$ cat src/rtl/pinmux_pkg.sv
package pinmux_pkg;

    typedef enum logic [1:0] {
        PS_PRIMARY = 2'b00,
        PS_ALT     = 2'b01,
        PS_GPIO    = 2'b10,
        PS_RSVD    = 2'b11
    } pin_sel_e;

    typedef enum logic [1:0] {
        UM_SDRAM = 2'd0,
        UM_ETH   = 2'd1,
        UM_PCI   = 2'd2
    } up_mode_e;

    typedef enum logic [1:0] {
        BS_LATCH = 2'd0,
        BS_INIT  = 2'd1,
        BS_RUN   = 2'd2
    } boot_state_e;

endpackage

$ cat src/rtl/pinmux_boot_seq.sv
module pinmux_boot_seq
    import pinmux_pkg::*;
(
    input  logic     clk,
    input  logic     rst_n,
    input  logic     strap_prom_alt,
    input  logic     strap_mem_narrow,
    input  logic     strap_pci,
    output logic     run,
    output logic     init_load,
    output logic     prom_alt_q,
    output up_mode_e mode_q
);

    boot_state_e st_q, st_d;

    // state register
    always_ff @(posedge clk or negedge rst_n) begin
        if (!rst_n) st_q <= BS_LATCH;
        else        st_q <= st_d;
    end

    // next-state logic
    always_comb begin
        st_d = st_q;
        unique case (st_q)
            BS_LATCH: st_d = BS_INIT;
            BS_INIT:  st_d = BS_RUN;
            BS_RUN:   st_d = BS_RUN;
            default:  st_d = BS_LATCH;
        endcase
    end

    // strap capture, only in LATCH
    always_ff @(posedge clk or negedge rst_n) begin
        if (!rst_n) begin
            prom_alt_q <= 1'b0;
            mode_q     <= UM_SDRAM;
        end else if (st_q == BS_LATCH) begin
            prom_alt_q <= strap_prom_alt;
            if (!strap_mem_narrow) mode_q <= UM_SDRAM;
            else if (strap_pci)    mode_q <= UM_PCI;
            else                   mode_q <= UM_ETH;
        end
    end

    // state outputs
    always_comb begin
        run       = 1'b0;
        init_load = 1'b0;
        unique case (st_q)
            BS_LATCH: ;
            BS_INIT:  init_load = 1'b1;
            BS_RUN:   run = 1'b1;
            default:  ;
        endcase
    end

endmodule

$ cat src/rtl/pinmux_shared_bank.sv
module pinmux_shared_bank
    import pinmux_pkg::*;
#(
    parameter int unsigned N_SH = 8,
    parameter int unsigned IDXW = 3,
    parameter logic [N_SH-1:0] TIE_MASK = '0
) (
    input  logic              clk,
    input  logic              rst_n,
    input  logic              run,
    input  logic              init_load,
    input  logic              prom_alt_q,
    input  logic              sel_we,
    input  logic [IDXW-1:0]   sel_idx,
    input  logic [1:0]        sel_val,
    input  logic [N_SH-1:0]   prom_do,
    input  logic [N_SH-1:0]   prom_oe,
    input  logic [N_SH-1:0]   alt_do,
    input  logic [N_SH-1:0]   alt_oe,
    input  logic [N_SH-1:0]   gpio_do,
    input  logic [N_SH-1:0]   gpio_oe,
    input  logic [N_SH-1:0]   pad_di,
    output logic [N_SH-1:0]   pad_do,
    output logic [N_SH-1:0]   pad_oe,
    output logic [N_SH-1:0]   prom_di,
    output logic [N_SH-1:0]   alt_di,
    output logic [N_SH-1:0]   gpio_di,
    output logic [2*N_SH-1:0] cur_sel
);

    logic wr_ok;
    assign wr_ok = run & sel_we & (sel_val != PS_RSVD);

    assign gpio_di = pad_di;

    for (genvar i = 0; i < N_SH; i++) begin : g_pin
        logic [1:0] sel_q;
        logic       d_l, oe_l, pdi_l, adi_l;

        always_ff @(posedge clk or negedge rst_n) begin
            if (!rst_n)
                sel_q <= PS_PRIMARY;
            else if (init_load)
                sel_q <= prom_alt_q ? PS_ALT : PS_PRIMARY;
            else if (wr_ok && (sel_idx == IDXW'(i)))
                sel_q <= sel_val;
        end

        always_comb begin
            d_l   = 1'b0;
            oe_l  = 1'b0;
            pdi_l = 1'b0;
            adi_l = TIE_MASK[i] ? pad_di[i] : 1'b0;
            unique case (sel_q)
                PS_PRIMARY: begin
                    d_l   = prom_do[i];
                    oe_l  = prom_oe[i];
                    pdi_l = pad_di[i];
                end
                PS_ALT: begin
                    d_l   = alt_do[i];
                    oe_l  = alt_oe[i];
                    adi_l = pad_di[i];
                end
                PS_GPIO: begin
                    d_l   = gpio_do[i];
                    oe_l  = gpio_oe[i];
                end
                default: ;
            endcase
        end

        assign pad_do[i]        = d_l;
        assign pad_oe[i]        = oe_l & run;
        assign prom_di[i]       = pdi_l;
        assign alt_di[i]        = adi_l;
        assign cur_sel[2*i +: 2] = sel_q;
    end

endmodule

$ cat src/rtl/pinmux_upper_bank.sv
module pinmux_upper_bank
    import pinmux_pkg::*;
#(
    parameter int unsigned N_UP   = 16,
    parameter int unsigned ETH_TX = 10,
    parameter int unsigned N_DQM  = 2
) (
    input  logic                   run,
    input  up_mode_e               mode,
    input  logic [N_UP-1:0]        sdr_do,
    input  logic                   sdr_oe,
    input  logic [N_DQM-1:0]       sdr_dqm,
    input  logic [ETH_TX-1:0]      eth_tx,
    input  logic [N_UP-1:0]        pci_do,
    input  logic [N_UP-1:0]        pci_oe,
    input  logic [N_UP-1:0]        pad_di,
    output logic [N_UP-1:0]        pad_do,
    output logic [N_UP-1:0]        pad_oe,
    output logic [N_UP-1:0]        sdr_di,
    output logic [N_UP-ETH_TX-1:0] eth_rxd,
    output logic [N_UP-1:0]        pci_di,
    input  logic [N_DQM-1:0]       dqm_di,
    output logic [N_DQM-1:0]       dqm_do,
    output logic [N_DQM-1:0]       dqm_oe,
    output logic [N_DQM-1:0]       dqm_clk
);

    localparam int unsigned ETH_BASE = N_UP - ETH_TX;

    for (genvar i = 0; i < N_UP; i++) begin : g_up
        logic d_l, oe_l, sdi_l, pdi_l;
        if (i >= ETH_BASE) begin : g_tx
            // top pins: transmit outputs in Ethernet mode
            always_comb begin
                d_l = 1'b0; oe_l = 1'b0; sdi_l = 1'b0; pdi_l = 1'b0;
                unique case (mode)
                    UM_SDRAM: begin d_l = sdr_do[i]; oe_l = sdr_oe;    sdi_l = pad_di[i]; end
                    UM_ETH:   begin d_l = eth_tx[i-ETH_BASE]; oe_l = 1'b1; end
                    UM_PCI:   begin d_l = pci_do[i]; oe_l = pci_oe[i]; pdi_l = pad_di[i]; end
                    default:  ;
                endcase
            end
        end else begin : g_rx
            // lower pins: receive inputs in Ethernet mode
            logic rdi_l;
            always_comb begin
                d_l = 1'b0; oe_l = 1'b0; sdi_l = 1'b0; pdi_l = 1'b0; rdi_l = 1'b0;
                unique case (mode)
                    UM_SDRAM: begin d_l = sdr_do[i]; oe_l = sdr_oe;    sdi_l = pad_di[i]; end
                    UM_ETH:   rdi_l = pad_di[i];
                    UM_PCI:   begin d_l = pci_do[i]; oe_l = pci_oe[i]; pdi_l = pad_di[i]; end
                    default:  ;
                endcase
            end
            assign eth_rxd[i] = rdi_l;
        end
        assign pad_do[i] = d_l;
        assign pad_oe[i] = oe_l & run;
        assign sdr_di[i] = sdi_l;
        assign pci_di[i] = pdi_l;
    end

    for (genvar j = 0; j < N_DQM; j++) begin : g_dqm
        logic d_l, oe_l, ck_l;
        always_comb begin
            d_l = 1'b0; oe_l = 1'b0; ck_l = 1'b0;
            if (mode == UM_SDRAM) begin
                d_l  = sdr_dqm[j];
                oe_l = sdr_oe;
            end else begin
                ck_l = dqm_di[j];
            end
        end
        assign dqm_do[j]  = d_l;
        assign dqm_oe[j]  = oe_l & run;
        assign dqm_clk[j] = ck_l;
    end

endmodule

$ cat src/rtl/pinmux_ctrl.sv
module pinmux_ctrl
    import pinmux_pkg::*;
#(
    parameter int unsigned N_SH   = 8,
    parameter int unsigned N_UP   = 16,
    parameter int unsigned ETH_TX = 10,
    parameter int unsigned N_DQM  = 2,
    parameter logic [N_SH-1:0] TIE_MASK = N_SH'(12),
    localparam int unsigned IDXW  = (N_SH > 1) ? $clog2(N_SH) : 1,
    localparam int unsigned N_RX  = N_UP - ETH_TX
) (
    input  logic              clk,
    input  logic              rst_n,
    input  logic              strap_prom_alt,
    input  logic              strap_mem_narrow,
    input  logic              strap_pci,
    input  logic              sel_we,
    input  logic [IDXW-1:0]   sel_idx,
    input  logic [1:0]        sel_val,
    input  logic [N_SH-1:0]   prom_do,
    input  logic [N_SH-1:0]   prom_oe,
    input  logic [N_SH-1:0]   alt_do,
    input  logic [N_SH-1:0]   alt_oe,
    input  logic [N_SH-1:0]   gpio_do,
    input  logic [N_SH-1:0]   gpio_oe,
    input  logic [N_SH-1:0]   sh_pad_di,
    output logic [N_SH-1:0]   sh_pad_do,
    output logic [N_SH-1:0]   sh_pad_oe,
    output logic [N_SH-1:0]   prom_di,
    output logic [N_SH-1:0]   alt_di,
    output logic [N_SH-1:0]   gpio_di,
    output logic [2*N_SH-1:0] cur_sel,
    input  logic [N_UP-1:0]   sdr_do,
    input  logic              sdr_oe,
    input  logic [N_DQM-1:0]  sdr_dqm,
    input  logic [ETH_TX-1:0] eth_tx,
    input  logic [N_UP-1:0]   pci_do,
    input  logic [N_UP-1:0]   pci_oe,
    input  logic [N_UP-1:0]   up_pad_di,
    output logic [N_UP-1:0]   up_pad_do,
    output logic [N_UP-1:0]   up_pad_oe,
    output logic [N_UP-1:0]   sdr_di,
    output logic [N_RX-1:0]   eth_rxd,
    output logic [N_UP-1:0]   pci_di,
    input  logic [N_DQM-1:0]  dqm_pad_di,
    output logic [N_DQM-1:0]  dqm_pad_do,
    output logic [N_DQM-1:0]  dqm_pad_oe,
    output logic [N_DQM-1:0]  dqm_clk,
    output logic [1:0]        upper_mode,
    output logic              ready
);

    logic     run, init_load, prom_alt_q;
    up_mode_e mode_q;

    pinmux_boot_seq u_seq (
        .clk              (clk),
        .rst_n            (rst_n),
        .strap_prom_alt   (strap_prom_alt),
        .strap_mem_narrow (strap_mem_narrow),
        .strap_pci        (strap_pci),
        .run              (run),
        .init_load        (init_load),
        .prom_alt_q       (prom_alt_q),
        .mode_q           (mode_q)
    );

    pinmux_shared_bank #(.N_SH(N_SH), .IDXW(IDXW), .TIE_MASK(TIE_MASK)) u_sh (
        .clk        (clk),
        .rst_n      (rst_n),
        .run        (run),
        .init_load  (init_load),
        .prom_alt_q (prom_alt_q),
        .sel_we     (sel_we),
        .sel_idx    (sel_idx),
        .sel_val    (sel_val),
        .prom_do    (prom_do),
        .prom_oe    (prom_oe),
        .alt_do     (alt_do),
        .alt_oe     (alt_oe),
        .gpio_do    (gpio_do),
        .gpio_oe    (gpio_oe),
        .pad_di     (sh_pad_di),
        .pad_do     (sh_pad_do),
        .pad_oe     (sh_pad_oe),
        .prom_di    (prom_di),
        .alt_di     (alt_di),
        .gpio_di    (gpio_di),
        .cur_sel    (cur_sel)
    );

    pinmux_upper_bank #(.N_UP(N_UP), .ETH_TX(ETH_TX), .N_DQM(N_DQM)) u_up (
        .run     (run),
        .mode    (mode_q),
        .sdr_do  (sdr_do),
        .sdr_oe  (sdr_oe),
        .sdr_dqm (sdr_dqm),
        .eth_tx  (eth_tx),
        .pci_do  (pci_do),
        .pci_oe  (pci_oe),
        .pad_di  (up_pad_di),
        .pad_do  (up_pad_do),
        .pad_oe  (up_pad_oe),
        .sdr_di  (sdr_di),
        .eth_rxd (eth_rxd),
        .pci_di  (pci_di),
        .dqm_di  (dqm_pad_di),
        .dqm_do  (dqm_pad_do),
        .dqm_oe  (dqm_pad_oe),
        .dqm_clk (dqm_clk)
    );

    assign upper_mode = mode_q;
    assign ready      = run;

endmodule

$ cat config.mk
export PLATFORM = sky130hd
export DESIGN_NAME = pinmux_ctrl
export DESIGN_NICKNAME = d
export VERILOG_FILES = /design/src/rtl/pinmux_pkg.sv /design/src/rtl/pinmux_boot_seq.sv /design/src/rtl/pinmux_shared_bank.sv /design/src/rtl/pinmux_upper_bank.sv /design/src/rtl/pinmux_ctrl.sv
export SDC_FILE = /design/constraint.sdc
export NUM_CORES = 1
export LEC_CHECK = 0
export BUFFER_PORTS_ARGS = -buffer_cell sky130_fd_sc_hd__buf_2
export CAP_MARGIN = 20
export CELL_PAD_IN_SITES_DETAIL_PLACEMENT = 0
export CELL_PAD_IN_SITES_GLOBAL_PLACEMENT = 2
export CORE_MARGIN = 1.5
export CORE_UTILIZATION = 20
export CTS_BUF_LIST = sky130_fd_sc_hd__clkbuf_8
export DETAILED_ROUTE_END_ITERATION = 10
export PLACE_DENSITY = 0.95
export SKIP_LAST_GASP = 1
export SLEW_MARGIN = 5
export SYNTH_ARGS = -nofsm -noshare
export SYNTH_HDL_FRONTEND = slang
export SYNTH_SLANG_ARGS = --single-unit
export TNS_END_PERCENT = 20
$ cat constraint.sdc
create_clock -name clk -period 4.3 [get_ports clk]
set_input_delay 0.43 -clock clk [delete_from_list [all_inputs] [get_ports clk]]
set_output_delay 0.43 -clock clk [all_outputs]
set_load 0.01 [all_outputs]
Word level (Yosys, flattened, before mapping)
Index checks and enable logic that the tools add are counted.
{"block": "totals", "in_bits": 146, "out_inout_bits": 135, "elab_cells": 221, "register_bits": 21}
{"block": "classes", "reduce_logical": 28, "bitwise_logic": 27, "n_eq_ne": 28, "n_mux": 127}
{"operator": "1-bit one-hot mux with 3 select lines", "n": 36}
{"operator": "1-bit 2-to-1 mux", "n": 60}
{"operator": "2-bit 2-to-1 mux", "n": 18}
{"operator": "1-bit bitwise AND", "n": 27}
{"operator": "1-bit one-hot mux with 2 select lines", "n": 12}
{"operator": "2-bit by 1-bit equality test with 1-bit output (second input constant)", "n": 10}
{"operator": "2-bit equality test (second input constant)", "n": 10}
{"operator": "2-bit zero test", "n": 10}
{"operator": "2-bit nonzero test", "n": 8}
{"operator": "3-bit equality test (second input constant)", "n": 4}
{"operator": "1-bit logical AND", "n": 8}
{"operator": "3-bit by 2-bit equality test with 1-bit output (second input constant)", "n": 2}
{"operator": "2-bit one-hot mux with 2 select lines", "n": 1}
{"operator": "3-bit by 1-bit equality test with 1-bit output (second input constant)", "n": 1}
{"operator": "3-bit zero test", "n": 1}
{"operator": "2-bit inequality test (second input constant)", "n": 1}
{"operator": "2-bit OR reduction", "n": 1}

Depth between registers and ports, before layout
Gate-level depths: netlist of the first run.
{"block": "depth", "depth_word": 7, "ltp_mapped": 7, "mapped_depth_nobuf": 5}

Cells and area by module
A second synthesis of the first run with hierarchy kept.
{"block": "hier_totals", "hier_cells": 387, "hier_area_um2": 3220.6}
{"mod": "pinmux_shared_bank", "seq_area_each_um2": 400.4, "area_per_inst_um2": 1664.1, "n_inst": 1, "cells_each": 185}
{"mod": "pinmux_upper_bank", "seq_area_each_um2": 0.0, "area_per_inst_um2": 1328.8, "n_inst": 1, "cells_each": 184}
{"mod": "pinmux_boot_seq", "seq_area_each_um2": 125.1, "area_per_inst_um2": 227.7, "n_inst": 1, "cells_each": 18}

Worst setup path after synthesis of the first run
OpenSTA, ideal clock, no wires.
{"block": "synth_timing", "path_type": "reg-to-output", "startpoint": "register u_seq.mode_q[0]", "endpoint": "output port dqm_pad_oe[1]", "path_buffers": 3, "setup_slack_ns": 2.565, "t_arrival_ns": 1.305, "t_required_ns": 3.870, "path_stages_with_launch": 6, "cell_sequence": "dfrtp_1 buf_2 nor2_1 clkbuf_1 and3_1 buf_4"}
{"block": "synth_between", "elab_chain_cells": 3}
{"item": "from (decl)", "line_no": "pinmux_boot_seq.sv:12", "text": "output up_mode_e mode_q"}
{"item": "from (signal assigned)", "line_no": "pinmux_boot_seq.sv:38", "text": "mode_q <= UM_SDRAM;"}
{"item": "from (signal assigned)", "line_no": "pinmux_boot_seq.sv:41", "text": "if (!strap_mem_narrow) mode_q <= UM_SDRAM;"}
{"item": "from (signal assigned)", "line_no": "pinmux_boot_seq.sv:42", "text": "else if (strap_pci) mode_q <= UM_PCI;"}
{"item": "2-bit zero test"}
{"item": "1-bit 2-to-1 mux"}
{"item": "1-bit bitwise AND"}
{"item": "to (decl)", "line_no": "pinmux_ctrl.sv:47", "text": "output logic [N_DQM-1:0] dqm_pad_oe,"}
No other way between the ends.

Worst setup path after layout of the first run
{"block": "layout_timing", "startpoint": "register u_seq.mode_q[1]", "endpoint": "output port up_pad_oe[12]"}
{"block": "layout_between", "elab_chain_cells": 3, "word_cells_on_any_way": 5, "cone_classes": "2 x eq/ne; 1 x mux; 1 x bitwise; 1 x reduce/logical"}
{"item": "2-bit equality test, or another cell as far along", "line_no": "pinmux_upper_bank.sv:36", "text": "unique case (mode)"}
{"item": "1-bit one-hot mux with 3 select lines *", "line_no": "pinmux_upper_bank.sv:36"}
{"item": "1-bit bitwise AND *", "line_no": "pinmux_upper_bank.sv:58", "text": "assign pad_oe[i] = oe_l & run;"}
{"item": "to (decl)", "line_no": "pinmux_ctrl.sv:41", "text": "output logic [N_UP-1:0] up_pad_oe,"}
Mark *: on every way between the ends. The rest lies on a longest branch, timed or not.

==> out/metrics.yaml, run 1 <==
status: "finished clean"
finalSetupTns_ns: 0
clockBufferDepth: 2
ys_seq_area_share_pct: 17.1
synthFlopType: "dfrtp_1"
netlist.area_leader.share_pct: 23.4
ir_worst_vdd_mv: 0.129
netlist_top_cells_count: "buf_4 (96), and2_1 (43), mux2i_1 (32)"
synthCells: 398
crit_fanout: 26
syn_area_per_cell_um2: 7.74
start_util_pct: 20.3
worstPathRequired_ns: 3.87
p_seq_share_pct: 31.6
max-slew-margin-rel_pct: 42.9
p_int_w: 0.000560
timing.rr.end: "u_sh.g_pin[2].sel_q[0]"
tritoncts: "done"
rows: 45
crit_type: "flop to output port"
finalSetupViolCount: 0
hold_buffers: 0
num_vias: 3217
cts-root-buf: "clkbuf_8"
drc: 0
yosysMostFrequentCell: "buf_4"
switching_power_w: 0.000398
grt_max_degree: 37
final_util_pct: 26.4
clock-sinks: 21
max_stage_delay_ns: 0.91
yosysWarnings: 0
hold_viol_final: 0
die_area_um2: 16100
antenna_found_initial: 0
synth_area_leader_cell: "buf_4"
leakagePower_nw: 2.18
synth_edf_count: 0
arrival_ns: 2.37
port_buffers: 280
final_nets: 724
route.final.wire_length_um: 9730
grt_usage_pct: 10.9
cts_resized: 0
drv_slew: 0
final_area_um2: 3990
yosys_register_bits: 21
dieHeight_um: 127
grt_pass1_wl_um: 14300
layout-drive-gt1-share_pct: 53.8
endpoint_kind: "output port"
cap_violations: 0
ys_types: 35
path_cells: "inv_1 -> o21ai_1 -> a21boi_0 -> buf_2"
clkSlewWorstSetupHoldPaths_ns: 0.09
dp.final_hpwl_um: 7980
r2r-start: "u_seq.st_q[1]"
reg2reg_slack_ns: 2.35
drt_iter0_drc: 173
start_kind: "flop"
rsz0062_at_grt: "false"
overflow: 0
fin_crit_sh_pct: 65.1
synthArstFlopShare_pct: 100
gp_congestion: 0.749
multi_input_area_um2: 1710
fin_skew_ns: 0.00942
clkLatencyLatePin_ns: 0.27
regArea_um2: 526
reg2reg_depth: 4
p_sw_share_pct: 41.5
worst_hold_slack_ns: 0.117
area_growth_pct: 29.7
cts_buffers: 3
combinationalPowerShare_pct: 54.0
period_minus_slack_ns: 2.80
syn_area_um2: 3080
hold_path.class: "input pin to async pin"
antenna_cells: 0
avgRoutedWirePerCell_um: 12.8
cpMaxStageDelayCell: "dfrtp_1"
ys_top_cells_by_area: "buf_4 (23%), dfrtp_1 (17%), mux2i_1 (10%)"
core_area_um2: 15100
clkPwrFrac_pct: 14.4
ioPinCount: 281
postCtsSetupBuffers: 0
fillCellCount: 1715
max_slew.worst_pin.slew_ns: 0.856
htree_levels: 1
dpl_cell_area_um2: 3950
firstDrtPassIters: 6
fmax_mhz: 357
p_per_area_nw_per_um2: 240
first_global_vias: 2847
die_w_um: 127
ant_nets: 0
vias_per_cell: 4.23
synth_nets: 548
[flip-flops by register name (all words and copies together) (netlist names)]
register          cells
u_seq.prom_alt_q      1
u_seq.mode_q          2
u_seq.st_q            2
u_sh.g_pin.sel_q     16
[power by group through the flow]
stage                     Sequential, W  Clock [W]  Combinational, W
after floorplan                0.000303          0          0.000371
after global placement         0.000308          0          0.000523
after detailed placement       0.000307          0          0.000522
after CTS                      0.000304   0.000148          0.000523
after global routing           0.000315   0.000156          0.000572
final                          0.000302   0.000138          0.000517
[worst max-delay path: cells and delay by family (launching register included)]
kind	cells	cell delay [ns]
buffers and inverters	2	0.52
DFF	1	0.91
AOI/OAI and AO/OA	2	0.68
[cells in the final DEF, fill, tap and decap left out, drive strengths merged, types with 3 or more instances in the layout]
cell type	Yosys	routed
clkbuf	8	3
a21oi	13	13
and3	14	14
nor2b	3	3
nor3b	11	11
nand3b	9	9
o21ai	29	29
nor2	7	7
and3b	3	3
buf	105	284
nand3	9	9
a21boi	10	10
a31oi	9	9
dfrtp	21	21
nand4	7	7
inv	12	12
mux2	10	10
and2	43	43
a31o	7	7
mux2i	32	32
ha	4	4
nand2	29	29
[how the worst max path moves through the flow]
stage,startpoint,end,slack (ns),cells after the start
after floorplan,u_seq.mode_q[0],dqm_pad_oe[1],2.56,5
after global placement,u_seq.mode_q[1],up_pad_oe[14],1.79,4
after detailed placement,u_seq.mode_q[1],up_pad_oe[6],1.74,4
after CTS,u_seq.mode_q[1],up_pad_oe[6],1.43,4
after global routing,u_seq.mode_q[1],up_pad_oe[12],1.21,4
final,u_seq.mode_q[1],up_pad_oe[12],1.50,4
[area by class of cell]
cell class / count / area share (%)
Multi-Input combinational cell: 252 / 42.8
Timing Repair Buffer: 284 / 35.8
Sequential cell: 21 / 13.2
Tap cell: 188 / 5.89
Inverter: 12 / 1.13
Clock buffer: 3 / 1.03
Clock inverter: 1 / 0.188
[metrics by stage]
step           instances  power, W  worst slack [ns]
2_1_floorplan        398  0.000674              2.56
3_3_place_gp         757  0.000831              1.79
3_5_place_dp         757  0.000829              1.74
4_1_cts              761  0.000975              1.43
5_1_grt              761   0.00104              1.21
6_report             761  0.000958              1.50
[kinds of logic after synthesis]
logic type               after synthesis  share of synthesized area [%]
buffers and inverters                125                           27.5
adder cells (fa/ha/maj)                4                           1.63
AO/OA/AOI/OAI                         69                           13.4
flip-flops                            21                           17.1
AND/OR/NAND/NOR                      137                           26.3
multiplexers                          42                           14.1
[metal layers]
metal | vias up | part of all wire, % | global-route usage, %
li1 | 1614 | - | -
met1 | 1443 | 42 | 12.8
met2 | 150 | 50 | 20.4
met5 | - | 0 | 0
met4 | 0 | 1.7 | 2.81
met3 | 10 | 6.1 | 1.68
Note: power is estimated with default switching activity, not from simulation.
==> inputs of run 2 (changes only) <==
Settings changed: CORE_UTILIZATION 20 to 17, PLACE_DENSITY 0.95 to 0.9.
Clock period 4.3 ns to 2.25 ns, I/O delays scaled along.
==> run 2 against run 1 <==
Core utilization is 3.5 points lower. First-iteration DRC count is 25% lower. Power is 93% higher. Non-clock buffer count is 5 higher. Combinational power is 93% higher. Global-route usage is 1.2 points lower. Wire length is 6.7% higher. Register-to-register slack worse by 1.9 ns.
==> out/metrics.yaml, run 2 (synthesized netlist as in run 1, its figures left out) <==
status: "finished clean"
dp_cells: 802  # +5.9%
antenna_cells: 0  # unchanged
period_minus_slack_ns: 2.04
power_w: 0.00185  # +93%
layout-drive-gt1-share_pct: 54.0  # +0.23 points
p_per_area_nw_per_um2: 454  # +89%
die_area_um2: 18900  # +17%
clockBufferDepth: 2  # unchanged
max_slew.worst_pin.slew_ns: 0.500  # -0.356 ns
clock-sinks: 21  # unchanged
dpl_worst_slack_ns: 0.455  # -1.29 ns
cts_resized: 0  # unchanged
leakagePower_nw: 2.20  # +1.1%
crit_fanout: 17  # -35%
worstPathRequired_ns: 2.03  # -1.84 ns
cts-root-buf: "clkbuf_8"
grt_max_degree: 37  # unchanged
clkSlewWorstSetupHoldPaths_ns: 0.08  # about the same
cts_buffers: 3  # unchanged
drc: 0  # unchanged
crit_type: "flop to output port"
rows: 49  # +8.9%
die_w_um: 138  # +8.3%
largest-register: "u_sh.g_pin.sel_q"
reg2reg_slack_ns: 0.50  # -1.85 ns
clkLatencyLatePin_ns: 0.27  # about the same
finalSetupTns_ns: 0  # unchanged
ant_nets: 0  # unchanged
hold_viol_final: 0  # unchanged
port_buffers: 280  # unchanged
fmax_mhz: 490
htree_levels: 1  # unchanged
route.final.wire_length_um: 10400  # +6.7%
core_area_um2: 17800  # +18%
vias_per_cell: 4.01  # -5.0%
ir_worst_vdd_mv: 0.180  # +39%
grt_pass1_wl_um: 14400  # +0.92%
firstDrtPassIters: 4  # -2
endpoint_kind: "output port"
gp_congestion: 0.727  # -3.0%
drv_slew: 0  # unchanged
largest_reg_flops: 16  # unchanged
rsz0062_at_grt: "false"
area_growth_pct: 32.7
drt_iter0_drc: 130  # -25%
dp.final_hpwl_um: 8410  # +5.4%
num_vias: 3240  # +0.71%
finalSetupViolCount: 0  # unchanged
avgRoutedWirePerCell_um: 12.9  # +0.65%
final_common_cell: "buf_2"
arrival_ns: 1.81  # -0.56 ns
fin_cells: 807  # +6.0%
antenna_found_initial: 1  # +1
max-slew-margin-rel_pct: 66.7  # +24 points
start_util_pct: 17.3  # -3.1 points
fin_skew_ns: 0.00852  # -0.000898 ns
cap_violations: 0  # unchanged
overflow: 0  # unchanged
first_global_vias: 2739  # -3.8%
dieHeight_um: 138  # +8.3%
start_kind: "flop"
setup_slack_ns: 0.211  # -1.29 ns
reg_top3: "u_sh.g_pin.sel_q x16, u_seq.mode_q x2, u_seq.st_q x2"
tritoncts: "done"
mostFrequentLayoutCells: "buf_2 (280), and2_1 (43), mux2i_1 (32)"
ioPinCount: 281  # unchanged
hold_path.class: "input pin to flop"
fin_crit_sh_pct: 90.6
postCtsSetupBuffers: 0  # unchanged
grt_usage_pct: 9.63  # -1.2 points
final_nets: 729  # +0.69%
-- run 2: cell count changes in the layout (fill, tap and decap cells not counted), sizes merged --
cell	delta
buf	+4
dlygate4sd3	+1
-- run 2: critical path, stage by stage (launching register included) --
cell and delay, ns:
dfrtp_1 0.38, inv_1 0.10, ha_1 0.27, buf_4 0.30, nand2_1 0.18, a21oi_1 0.15
buf_2 0.15
-- run 2: path summary, 6_finish.rpt --
kind,start,end,cells past startpoint
max,u_seq.st_q[0],up_pad_oe[4],6
min,strap_prom_alt,u_seq.prom_alt_q,2
max reg2reg,u_seq.st_q[0],u_sh.g_pin[2].sel_q[0],6
min reg2reg,u_seq.prom_alt_q,u_seq.prom_alt_q,1
max in group asynchronous,rst_n,u_seq.mode_q[1],2
min in group asynchronous,rst_n,u_sh.g_pin[7].sel_q[0],2
-- run 2: repair_timing --
action                                  4_1_cts  5_1_grt
hold endpoints to repair                     21        0
hold buffers                                  1        0
endpoints found under the setup margin        0        0
-- run 2: routing by layer --
layer  global-route usage (%)  wire (um)
met5                        0         12
met4                     1.40         38
met3                     1.43        780
met2                     17.6       5270
met1                     12.2       4280
-- run 2: where the power goes --
part           switching (W)  leakage (nW)  internal, W
clock               0.000144        0.0217     0.000125
combinational       0.000497          1.93     0.000507
sequential          0.000136         0.254     0.000443
-- run 2: stage by stage --
stage,hold WS (ns),util [%],cell area (um^2)
2_1_floorplan,-0.0706,-,3080
4_1_cts,0.182,22.9,4090
6_report,0.191,22.9,4090
5_1_grt,0.185,22.9,4090
3_5_place_dp,0.231,22.6,4030
3_3_place_gp,0.229,22.6,4030
-- run 2: layout make-up --
cell class	count	area, um^2
repair buffers	289	1470
multi-input cells	252	1710
clock inverters	1	7.51
fillers	2005	13800
flip-flops and latches	21	526
inverters	12	45.0
clock buffers	3	41.3
well taps	229	287
